File: config.mk
export PLATFORM = sky130hd
export DESIGN_NAME = logic_tile
export DESIGN_NICKNAME = d
export VERILOG_FILES = /design/src/rtl/tile_pkg.sv /design/src/rtl/tile_cfg_reg.sv /design/src/rtl/tile_lut_bank.sv /design/src/rtl/tile_store.sv /design/src/rtl/logic_tile.sv
export SDC_FILE = /design/constraint.sdc
export NUM_CORES = 1
export LEC_CHECK = 0
export BUFFER_PORTS_ARGS = -buffer_cell sky130_fd_sc_hd__buf_2
export CORE_AREA = 8 8 57 59
export DETAILED_ROUTE_END_ITERATION = 8
export DIE_AREA = 0 0 65 67
export PLACE_DENSITY = 0.74
export REMOVE_ABC_BUFFERS = 1
export SYNTH_ARGS = -nofsm -noshare
export SYNTH_HDL_FRONTEND = slang
export SYNTH_HIERARCHICAL = 1
export SYNTH_SLANG_ARGS = --single-unit
export TNS_END_PERCENT = 10
File: constraint.sdc
create_clock -name clk -period 2.2 [get_ports clk]
set_input_delay 0.44 -clock clk [delete_from_list [all_inputs] [get_ports clk]]
set_output_delay 0.44 -clock clk [all_outputs]
set_load 0.05 [all_outputs]
File: src/rtl/tile_pkg.sv
package tile_pkg;

    localparam int LUT_INPUTS = 3;
    localparam int LUT_DEPTH  = 1 << LUT_INPUTS;
    localparam int NUM_LUTS   = 2;
    localparam int DIN_W      = LUT_INPUTS + $clog2(NUM_LUTS);
    localparam int FUNC_W     = LUT_DEPTH * NUM_LUTS;
    localparam int CTRL_W     = 6;
    localparam int CFG_W      = FUNC_W + CTRL_W;

    typedef struct packed {
        logic ce_ignore;   // bit 21
        logic registered;  // bit 20
        logic sr_set;      // bit 19
        logic sr_low;      // bit 18
        logic ce_low;      // bit 17
        logic fall_edge;   // bit 16
    } tile_ctrl_t;

    typedef struct packed {
        tile_ctrl_t              ctrl;
        logic [FUNC_W-1:0]       func;
    } tile_cfg_t;

    function automatic logic level_active(input logic pin, input logic active_low);
        return pin ^ active_low;
    endfunction

endpackage

File: src/rtl/tile_cfg_reg.sv
module tile_cfg_reg
    import tile_pkg::*;
(
    input  logic             clk,
    input  logic             rst,
    input  logic             we,
    input  logic [CFG_W-1:0] word,
    output tile_cfg_t        cfg
);

    always_ff @(posedge clk) begin
        if (rst)
            cfg <= '0;
        else if (we)
            cfg <= tile_cfg_t'(word);
    end


    cfg_hold_chk: assert property (@(posedge clk) disable iff (rst)
        !we |=> $stable(cfg));


    cfg_load_chk: assert property (@(posedge clk) disable iff (rst)
        we |=> (cfg == tile_cfg_t'($past(word))));

endmodule

File: src/rtl/tile_lut_bank.sv
module tile_lut_bank
    import tile_pkg::*;
(
    input  logic [FUNC_W-1:0] func,
    input  logic [DIN_W-1:0]  din,
    output logic              f
);

    logic [NUM_LUTS-1:0]   lut_out;
    logic [LUT_INPUTS-1:0] addr;

    assign addr = din[LUT_INPUTS-1:0];

    for (genvar g = 0; g < NUM_LUTS; g++) begin : g_lut
        logic [LUT_DEPTH-1:0] table_bits;
        assign table_bits = func[g*LUT_DEPTH +: LUT_DEPTH];
        assign lut_out[g] = table_bits[addr];
    end

    assign f = lut_out[din[DIN_W-1:LUT_INPUTS]];

endmodule

File: src/rtl/tile_store.sv
module tile_store
    import tile_pkg::*;
(
    input  logic clk,
    input  logic rst,
    input  logic d,
    input  logic ce,
    input  logic sr,
    input  logic fall_edge,
    input  logic ce_low,
    input  logic ce_ignore,
    input  logic sr_low,
    input  logic sr_set,
    output logic q
);

    logic q_rise, q_fall, sel_fall;
    logic sr_act, en_act, nxt;

    assign sr_act = level_active(sr, sr_low);
    assign en_act = ce_ignore | level_active(ce, ce_low);
    assign q      = sel_fall ? q_fall : q_rise;
    assign nxt    = sr_act ? sr_set : (en_act ? d : q);

    // Rising-edge path: active in rise mode, tracks visible value otherwise
    always_ff @(posedge clk) begin
        if (rst)
            q_rise <= 1'b0;
        else if (!fall_edge)
            q_rise <= nxt;
        else
            q_rise <= q;
    end

    // Falling-edge path and output select, both switched on falling edges
    always_ff @(negedge clk) begin
        if (rst) begin
            q_fall   <= 1'b0;
            sel_fall <= 1'b0;
        end else begin
            q_fall   <= fall_edge ? nxt : q;
            sel_fall <= fall_edge;
        end
    end


    rise_sr_chk: assert property (@(posedge clk) disable iff (rst)
        (!fall_edge && sr_act) |=> (q_rise == $past(sr_set)));


    rise_load_chk: assert property (@(posedge clk) disable iff (rst)
        (!fall_edge && !sr_act && en_act) |=> (q_rise == $past(d)));


    rise_hold_chk: assert property (@(posedge clk) disable iff (rst)
        (!fall_edge && !sr_act && !en_act && !sel_fall) |=> (q_rise == $past(q_rise)));


    fall_sr_chk: assert property (@(negedge clk) disable iff (rst)
        (fall_edge && sr_act) |=> (q_fall == $past(sr_set)));


    fall_track_chk: assert property (@(negedge clk) disable iff (rst)
        (!fall_edge) |=> (q_fall == $past(q)));

endmodule

File: src/rtl/logic_tile.sv
module logic_tile
    import tile_pkg::*;
(
    input  logic             clk,
    input  logic             rst,
    input  logic             cfg_we,
    input  logic [CFG_W-1:0] cfg_word,
    input  logic [DIN_W-1:0] din,
    input  logic             ce,
    input  logic             sr,
    output logic             tile_out
);

    tile_cfg_t cfg;
    logic      func_val;
    logic      stored;

    tile_cfg_reg u_cfg (
        .clk  (clk),
        .rst  (rst),
        .we   (cfg_we),
        .word (cfg_word),
        .cfg  (cfg)
    );

    tile_lut_bank u_lut (
        .func (cfg.func),
        .din  (din),
        .f    (func_val)
    );

    tile_store u_store (
        .clk       (clk),
        .rst       (rst),
        .d         (func_val),
        .ce        (ce),
        .sr        (sr),
        .fall_edge (cfg.ctrl.fall_edge),
        .ce_low    (cfg.ctrl.ce_low),
        .ce_ignore (cfg.ctrl.ce_ignore),
        .sr_low    (cfg.ctrl.sr_low),
        .sr_set    (cfg.ctrl.sr_set),
        .q         (stored)
    );

    assign tile_out = cfg.ctrl.registered ? stored : func_val;


    reset_out_chk: assert property (@(posedge clk)
        rst |=> (tile_out == 1'b0));

endmodule

-- Yosys cells after proc, flatten, opt, wreduce, memory -nomap -nowiden
Index checks and enable logic that the tools add are counted.
- equality and inequality tests: 0
- div/mod/pow operators: 0
- shift operators: 0
- bitwise logic cells: 3
- multiply operators: 0
- add/sub/neg operators: 0
- order comparisons: 2
- reductions and logical operators: 0
- multiplexer cells: 12
- operators by type and width (cell ; count):
    2-to-1 mux 1 bit ; 10
    binary-select mux 1 bit (select 3 bit) ; 2
    less-than comparator 3 x 4 -> 1 bit, second input constant ; 1
    less-than comparator 1 x 2 -> 1 bit, second input constant ; 1
    bitwise XOR 1 bit ; 2
    bitwise OR 1 bit ; 1
- bits of input ports: 31
- word-level logic and storage cells: 27
- ROM bits: 0
- latch bits: 0
- memories kept: 0
- bits in writable memories: 0
- register bits: 25

-- Longest topological paths before layout
Gate-level depths: netlist (run 1).
- depth in word-level cells: 7
- depth in mapped cells: 6

-- Hierarchy
The synthesis (run 1) kept the hierarchy.
- by module, submodules not included (module ; area each (um^2) ; cells each ; seq. area each (um^2) ; instances):
    tile_cfg_reg ; 802.0 ; 71 ; 440.4 ; 1
    tile_store ; 175.2 ; 20 ; 60.1 ; 1
    tile_lut_bank ; 135.1 ; 7 ; 0.0 ; 1
    logic_tile ; 15.0 ; 1 ; 0.0 ; 1

==> reports/metrics.yaml, run 1 <==
sta:
  timing.final.ws_setup_ps: -752.8
  relSlewSlack_pct: 58.23
  tightestPinTransition_ps: 626.5
  setup_violations: 3
  hold_violations: 0
  drv_slew: 0
  rsz0062_at_grt: "yes"
  fin_skew_ps: 72.66
routing:
  firstDrtPassIters: 4
  wl_per_cell_um: 13.76
  vias_per_cell: 4.939
  drtIter0Drc: 20
  wirelength_mm: 2.257
  vias: 810
  drc: 0
  antenna_left: 0
placed_design:
  dpl.hpwl_mm: 1.797
  dp_slack_ps: -960.9
  dpl.cell_count: 158
  gp_congestion: 0.7690
  io_buffers: 31
worst_setup_path:
  cp.arrival_ps: 2510
  timing.critical_path.fanout_max: 2
  reg2regPathDepth: 6
  r2r-start: "u_cfg/cfg[13]"
  r2r_slack_ps: -480
  r2r-end: "u_store/q_fall"
  start_kind: "flip-flop"
  crit_type: "flip-flop to output pin"
  required_ps: 1760
  worstSetupStartpoint: "u_store/sel_fall"
  worstSetupEndpointType: "output pin"
clock_tree:
  insertion_delay_ps: 380
  clk_path_buf_depth: 2
  cts_tree: "done"
  cts_made_buffers: 3
  cts_hold_buf: 0
  clock_sinks: 25
  cts-root-buf: "clkbuf_4"
  htree_levels: 1
  clk_pin_slew_ps: 130
yosys:
  synth_cell_type_count: 20
  synth-edff-count: 0
  ys_top_cells_by_area: "dfxtp_1 44%, mux2i_1 22%, mux4_1 9.3%, nor2_1 7.7%, buf_12 3.6%"
  ys_top_cells_by_count: "25 x dfxtp_1, 25 x mux2i_1, 23 x nor2_1, 4 x mux4_1"
  ys_ff_latch: 25
  synth_area_um2: 1127
  synth_top_area_share_pct: 44.40
  seq_area_frac_synth_pct: 44.40
  synth_ff_type: "dfxtp_1"
  yosysTopAreaCell: "dfxtp_1"
  synthArstFlopShare_pct: 0
  syn_avg_cell_area_um2: 11.39
  synth_cells: 99
  yosysWarnings: 6
finish:
  area_growth_syn_to_layout_pct: 19.98
  seq_area_um2: 501.7
  multi_input_area_um2: 576.8
  diodes: 0
  fillerInstances: 215
  drive_above_1_share_pct: 34.33
  final_cell_count_no_fill: 164
  layout.nets: 166
global_routing:
  grt_pass1_wl_mm: 3.801
  grt_max_degree: 23
  grt_pass1_vias: 852
  grt-ovfl-total: 0
  antenna_found_initial: 0
  grt_usage_pct: 11.20
floorplanning:
  die_area_um2: 4355
  dieWidth_um: 65
  die_h_um: 67
  fp-row-count: 18
  core_area_um2: 2365
  initial_core_util_pct: 47.67
  ios: 32
hold_path:
  hold_path_end: "u_cfg/cfg[0]"
  hp-start: "cfg_word[0]"
  hold_path_class: "primary input to flip-flop"
  holdPathStages: 3
status:
  violations: "negative setup slack"
  outcome: "complete, but fails checks"
power:
  ir_drop_mv: 0.3891
  pwr_density_cell_nw_per_um2: 648.2
  leakagePower_nw: 0.6690
flow_run:
  maxCapViolCount: 0
[cell type report]
type | instances | share of cell area, %
multi-input combinational | 66 | 42.65
clock buffer | 4 | 1.943
clock inverter | 2 | 0.5550
timing repair buffer | 35 | 14.43
sequential | 25 | 37.10
inverter | 2 | 0.5550
tap | 30 | 2.775
[routing by layer]
layer / wire length, um / track usage [%]
met4: 41 / 5.177
met1: 871 / 11.59
met3: 138 / 4.195
met2: 1206 / 19.75
met5: 0 / 0
[stage by stage]
step / total power, mW / area (um2) / hold WS (ps) / utilization (%) / setup TNS (ps)
finish: 0.8767 / 1353 / 351.3 / 57.20 / -1394
global route: 0.9292 / 1353 / 351.0 / 57.20 / -1552
CTS: 0.8923 / 1353 / 342.5 / 57.20 / -1397
detailed placement: 0.6640 / 1284 / 478.0 / 54.29 / -1597
global placement: 0.6571 / 1284 / 470.2 / 54.29 / -1451
floorplan: 0.5962 / 1069 / 451.4 / - / -989.7
[kinds of logic (layout without fill, tap and decap cells)]
logic type                after synthesis  after routing  share of synthesized area [%]
muxes                                  31             31                          33.85
and+or+nand+nor                        30             30                          11.87
DFF                                    25             25                          44.40
buffers and inverters                   8             43                          6.216
AOI/OAI and AO/OA                       3              3                          2.109
xor gates and xnor gates                2              2                          1.554
[worst max path at each step]
stage | to | slack, ps | cells after the start
floorplan | u_store/q_fall | -670 | 6
global placement | u_store/q_fall | -880 | 7
detailed placement | u_store/q_fall | -960 | 7
CTS | tile_out | -770 | 3
global route | tile_out | -800 | 3
finish | tile_out | -750 | 3
[cell usage in the layout (no fill, tap or decap)]
master     n
clkbuf_4   3
mux2i_1   25
nor3b_2    1
xnor2_1    1
nor2b_2    1
mux2_4     2
o31a_1     1
nand2_1    3
dfxtp_1   24
inv_1      4
buf_8      1
dfxtp_2    1
mux4_1     4
buf_2     30
nor3_4     1
buf_4      4
xor2_1     1
clkbuf_1   1
o31ai_1    1
a211oi_2   1
nor2_1    23
nor3_2     1
[flip-flops by register name, summed over array words and instances (netlist names)]
signal	count
u_cfg/cfg	22
u_store/q_rise	1
u_store/sel_fall	1
u_store/q_fall	1
[critical path, cell delays in order (launching register included)]
cell     delay [ps]
dfxtp_2         320
mux2_4          300
mux2_4          270
buf_8           150
[power breakdown]
| group | switching (mW) | internal, mW | total [mW] | leakage [nW] |
|---|---|---|---|---|
| registers | 0.0156 | 0.481 | 0.497 | 0.207 |
| clock network | 0.140 | 0.0754 | 0.216 | 0.0256 |
| logic | 0.0744 | 0.0900 | 0.164 | 0.437 |
| total | 0.230 | 0.647 | 0.877 | 0.669 |
[repair_timing]
action	4_1_cts	5_1_grt
gates resized for setup	8	0
endpoints found under the setup margin	3	3
cloned	0	0
buffers inserted	1	0
pin swaps	0	0
No activity file was read; power rests on OpenSTA's default activity.
==> inputs of run 2 (changes only) <==
==> constraint.sdc (replaced) <==
create_clock -name clk -period 3.04 [get_ports clk]
set_input_delay 0.608 -clock clk [delete_from_list [all_inputs] [get_ports clk]]
set_output_delay 0.608 -clock clk [all_outputs]
set_load 0.05 [all_outputs]
==> run 2 against run 1 <==
The flow still finishes with violations (negative setup slack). Power decreased by 28%. Combinational power is 28% lower. Sequential power shrank 28%. Global-route usage grew 0.54 points. Count of clock-buffer cells in the layout fell by 1. Via count rose by 1.5%. Clock power fell by 29%. Routed wire length is 0.80% higher. Die area is the same.
==> reports/metrics.yaml, run 2 (synthesis results as in run 1) <==
finish:
  largest_register: "u_cfg/cfg"
  largest_register_ffs: 22
  fin_util_pct: 57.04
  drive_above_1_share_pct: 34.07
  final_cell_mix: "30 x buf_2, 25 x mux2i_1, 24 x dfxtp_1"
  layout_commonest_cell: "buf_2"
  layout.nets: 167
  final_cell_count_no_fill: 165
  area_growth_syn_to_layout_pct: 19.64
  diodes: 0
sta:
  timing.final.ws_setup_ps: -498.5
  rsz0062_at_grt: "yes"
  drv_slew: 0
  hold_violations: 0
  setup_violations: 2
  fin_skew_ps: 56.25
  tightestPinTransition_ps: 631.5
  relSlewSlack_pct: 57.90
hold_path:
  hold_path_class: "flip-flop to flip-flop"
  hold_path_end: "u_cfg/cfg[1]"
  hp-start: "u_cfg/cfg[1]"
  holdPathStages: 2
worst_setup_path:
  required_ps: 2430
  reg2regPathDepth: 6
  r2r-end: "u_store/q_fall"
  worstSetupStartpoint: "u_store/sel_fall"
  crit_type: "flip-flop to output pin"
  cp.arrival_ps: 2930
  worstSetupEndpointType: "output pin"
  start_kind: "flip-flop"
  timing.critical_path.fanout_max: 2
  r2r-start: "u_cfg/cfg[9]"
  r2r_slack_ps: -120
status:
  outcome: "complete, but fails checks"
  violations: "negative setup slack"
routing:
  wirelength_mm: 2.275
  drtIter0Drc: 16
  wl_per_cell_um: 13.79
  vias: 822
  drc: 0
  antenna_left: 0
  vias_per_cell: 4.982
  firstDrtPassIters: 4
floorplanning:
  die_area_um2: 4355
  dieWidth_um: 65
  core_area_um2: 2365
  ios: 32
  die_h_um: 67
  fp-row-count: 18
  initial_core_util_pct: 47.67
clock_tree:
  clock_sinks: 25
  clk_pin_slew_ps: 130
  cts_made_buffers: 3
  htree_levels: 1
  insertion_delay_ps: 370
  cts_tree: "done"
  clk_path_buf_depth: 2
  cts-root-buf: "clkbuf_4"
global_routing:
  grt_pass1_vias: 919
  grt-ovfl-total: 0
  grt_max_degree: 23
  grt_pass1_wl_mm: 3.974
  antenna_found_initial: 0
  grt_usage_pct: 11.74
power:
  p_total_mw: 0.6298
  pwr_density_cell_nw_per_um2: 466.9
  leakagePower_nw: 0.6716
  ir_drop_mv: 0.3354
placed_design:
  gp_congestion: 0.7838
  dpl.cell_count: 159
  io_buffers: 31
  dpl.hpwl_mm: 1.807
flow_run:
  maxCapViolCount: 0
==> run 2: worst max-delay path by stage <==
stage                                end  slack, ps  depth (start not counted)
after floorplan           u_store/q_fall       -410                          6
after global placement    u_store/q_fall       -630                          7
after detailed placement  u_store/q_fall       -730                          7
after CTS                       tile_out       -520                          3
after global routing            tile_out       -550                          3
final                           tile_out       -500                          3
==> run 2: through the flow <==
stage                     setup TNS [ps]  instance area, um2  worst slack, ps  hold WS [ps]
after detailed placement          -959.3                1291           -727.4         477.0
after global routing              -899.3                1349           -545.9         507.5
final                             -750.2                1349           -498.5         499.7
after CTS                         -775.7                1349           -518.5         508.1
after global placement            -842.0                1291           -631.8         469.2
after floorplan                   -485.7                1069           -414.7         451.4
==> run 2: final cells by class <==
type,count,area [um2]
Sequential cell,25,501.7
Fill cell,221,1016
Clock inverter,3,11.26
Tap cell,30,37.54
Clock buffer,3,22.52
Inverter,2,7.507
Multi-Input combinational cell,66,565.5
Timing Repair Buffer,36,202.7
==> run 2: where the power goes <==
| part | switching, mW | total (mW) | internal (mW) |
|---|---|---|---|
| Combinational | 0.0535 | 0.118 | 0.0648 |
| Sequential | 0.0105 | 0.359 | 0.348 |
| Clock | 0.101 | 0.153 | 0.0514 |
| Total | 0.165 | 0.630 | 0.464 |
==> run 2: layer usage <==
metal  share of wire (%)  vias to the layer above  GRT usage [%]  wire length [um]
li1                    -                      416              -                 -
met1                  38                      379          11.73               873
met2                  52                       20          20.75              1174
met3                 7.4                        7          4.698               168
met4                 2.6                        0          5.995                59
met5                   0                        -              0                 0
==> run 2: timing repair <==
item | CTS | global route
setup endpoints to repair | 2 | 2
buffers inserted | 1 | 0
resized for setup | 6 | 0
hold buffers | 0 | 0
==> run 2: worst max-delay path, stage by stage (launching register included) <==
cell and delay (ps):
dfxtp_2 320, mux2_4 300, mux2_4 270, buf_8 150
==> inputs of run 3 (changes only) <==
--- a/config.mk
+++ b/config.mk
@@ -11,6 +11,7 @@
 export DIE_AREA = 0 0 65 67
 export PLACE_DENSITY = 0.74
 export REMOVE_ABC_BUFFERS = 1
+export SETUP_SLACK_MARGIN = 0.2
 export SYNTH_ARGS = -nofsm -noshare
 export SYNTH_HDL_FRONTEND = slang
 export SYNTH_HIERARCHICAL = 1
==> run 3 against run 2 <==
The run still ends with negative setup slack left. Non-clock buffer count stayed put. Register-to-register slack better by 20 ps. Routed wire length decreased by 0.44%. Core utilization is 0.21 points higher. Clock skew is 9.7 ps higher. Via count is 0.36% higher. First-iteration DRC count rose by 6.3%. Sequential power hardly changed. Largest power group unchanged. Highest routed layer unchanged.
==> reports/metrics.yaml, run 3 (synthesis results as in run 1) <==
worst_setup_path:
  r2r-end: "u_store/q_fall"
  reg2regPathDepth: 6
  worstSetupEndpointType: "output pin"
  crit_path_end: "tile_out"
  cp.arrival_ps: 2930
  timing.critical_path.fanout_max: 2
  r2r_slack_ps: -100
  worstSetupStartpoint: "u_store/sel_fall"
  required_ps: 2430
  crit_type: "flip-flop to output pin"
  r2r-start: "u_cfg/cfg[9]"
  start_kind: "flip-flop"
power:
  internal-power_mw: 0.4649
  switching_share_pct: 26.57
  power_frac_comb_pct: 18.8
  power_frac_seq_pct: 56.7
  leakagePower_nw: 0.6724
  switching_power_mw: 0.1682
  ir_drop_mv: 0.3381
  pwr_density_cell_nw_per_um2: 467.6
  p_total_mw: 0.6331
  power_frac_clock_pct: 24.5
floorplanning:
  dieWidth_um: 65
  fp-row-count: 18
  core_area_um2: 2365
  die_h_um: 67
  ios: 32
  die_area_um2: 4355
  initial_core_util_pct: 47.67
placed_design:
  gp_congestion: 0.7838
  io_buffers: 31
  dpl.hpwl_mm: 1.807
sta:
  rsz0062_at_grt: "yes"
  drv_slew: 0
  fin_skew_ps: 65.92
  timing.final.ws_setup_ps: -502.9
  relSlewSlack_pct: 58.31
  hold_violations: 0
  tightestPinTransition_ps: 625.3
  setup_violations: 2
  tns_ps: -736.9
finish:
  largest_register_ffs: 22
  area_growth_syn_to_layout_pct: 20.09
  layout_commonest_cell: "buf_2"
  drive_above_1_share_pct: 34.81
  layout.nets: 167
  diodes: 0
  fin_util_pct: 57.25
  largest_register: "u_cfg/cfg"
  final_cell_mix: "30 x buf_2, 25 x mux2i_1, 24 x dfxtp_1"
global_routing:
  grt_pass1_vias: 914
  antenna_found_initial: 0
  grt_max_degree: 23
  grt_pass1_wl_mm: 3.960
  grt_usage_pct: 11.63
  grt-ovfl-total: 0
hold_path:
  hold_path_class: "flip-flop to flip-flop"
clock_tree:
  insertion_delay_ps: 380
  clk_path_buf_depth: 2
  cts_tree: "done"
  cts_made_buffers: 3
  cts-root-buf: "clkbuf_4"
  htree_levels: 1
  clock_sinks: 25
  clk_pin_slew_ps: 130
routing:
  firstDrtPassIters: 4
  wl_per_cell_um: 13.73
  drtIter0Drc: 17
  vias_per_cell: 5.000
  wirelength_mm: 2.265
  vias: 825
  antenna_left: 0
  drc: 0
flow_run:
  maxCapViolCount: 0
status:
  violations: "negative setup slack"
  outcome: "complete, but fails checks"
[run 3: cell types whose count changed in the layout (fill, tap and decap cells not counted)]
cell    delta
nor3_1     -1
nor3_2     +1
[run 3: through the flow]
step,cells,area [um2],setup WS (ps),hold WS [ps]
final,165,1354,-502.9,500.1
after global placement,159,1291,-631.8,469.2
after floorplan,94,1069,-414.7,451.4
after detailed placement,159,1291,-727.4,477.0
after global routing,165,1354,-547.5,504.2
after CTS,165,1354,-518.5,508.1
[run 3: power groups by stage]
stage | sequential (mW) | combinational (mW) | clock [mW]
after floorplan | 0.362 | 0.0633 | 0.00618
after global placement | 0.365 | 0.105 | 0.00618
after detailed placement | 0.366 | 0.110 | 0.00618
after CTS | 0.359 | 0.120 | 0.160
after global routing | 0.361 | 0.131 | 0.179
final | 0.359 | 0.119 | 0.155
[run 3: how the worst min path moves through the flow]
stage                        startpoint             to  cells past startpoint
after floorplan           u_cfg/cfg[13]  u_cfg/cfg[13]                      2
after global placement     u_cfg/cfg[1]   u_cfg/cfg[1]                      2
after detailed placement   u_cfg/cfg[1]   u_cfg/cfg[1]                      2
after CTS                  u_cfg/cfg[1]   u_cfg/cfg[1]                      2
after global routing        cfg_word[7]   u_cfg/cfg[7]                      3
final                      u_cfg/cfg[1]   u_cfg/cfg[1]                      2
[run 3: cell type report]
type                    count  area [um2]
clock buffers               3       22.52
clock inverters             3       11.26
fillers                   220        1011
inverters                   2       7.507
multi-input cells          66       570.5
flip-flops and latches     25       501.7
well taps                  30       37.54
repair buffers             36       202.7
[run 3: critical path, cell delays in order, from the launching register on]
cell and delay, ps:
dfxtp_2 320, mux2_4 300, mux2_4 280, buf_8 150
[run 3: timing repair]
item / in CTS / in global routing
resized for setup: 7 / 0
hold buffers: 0 / 0
endpoints found under the setup margin: 2 / 2
setup buffers: 1 / 0
[run 3: layer usage]
layer / share of wire (%) / up-vias / global-route usage [%]
met3: 7.8 / 5 / 4.698
li1: - / 417 / -
met4: 1.6 / 0 / 4.905
met2: 52 / 22 / 20.75
met5: 0 / - / 0
met1: 39 / 381 / 11.83
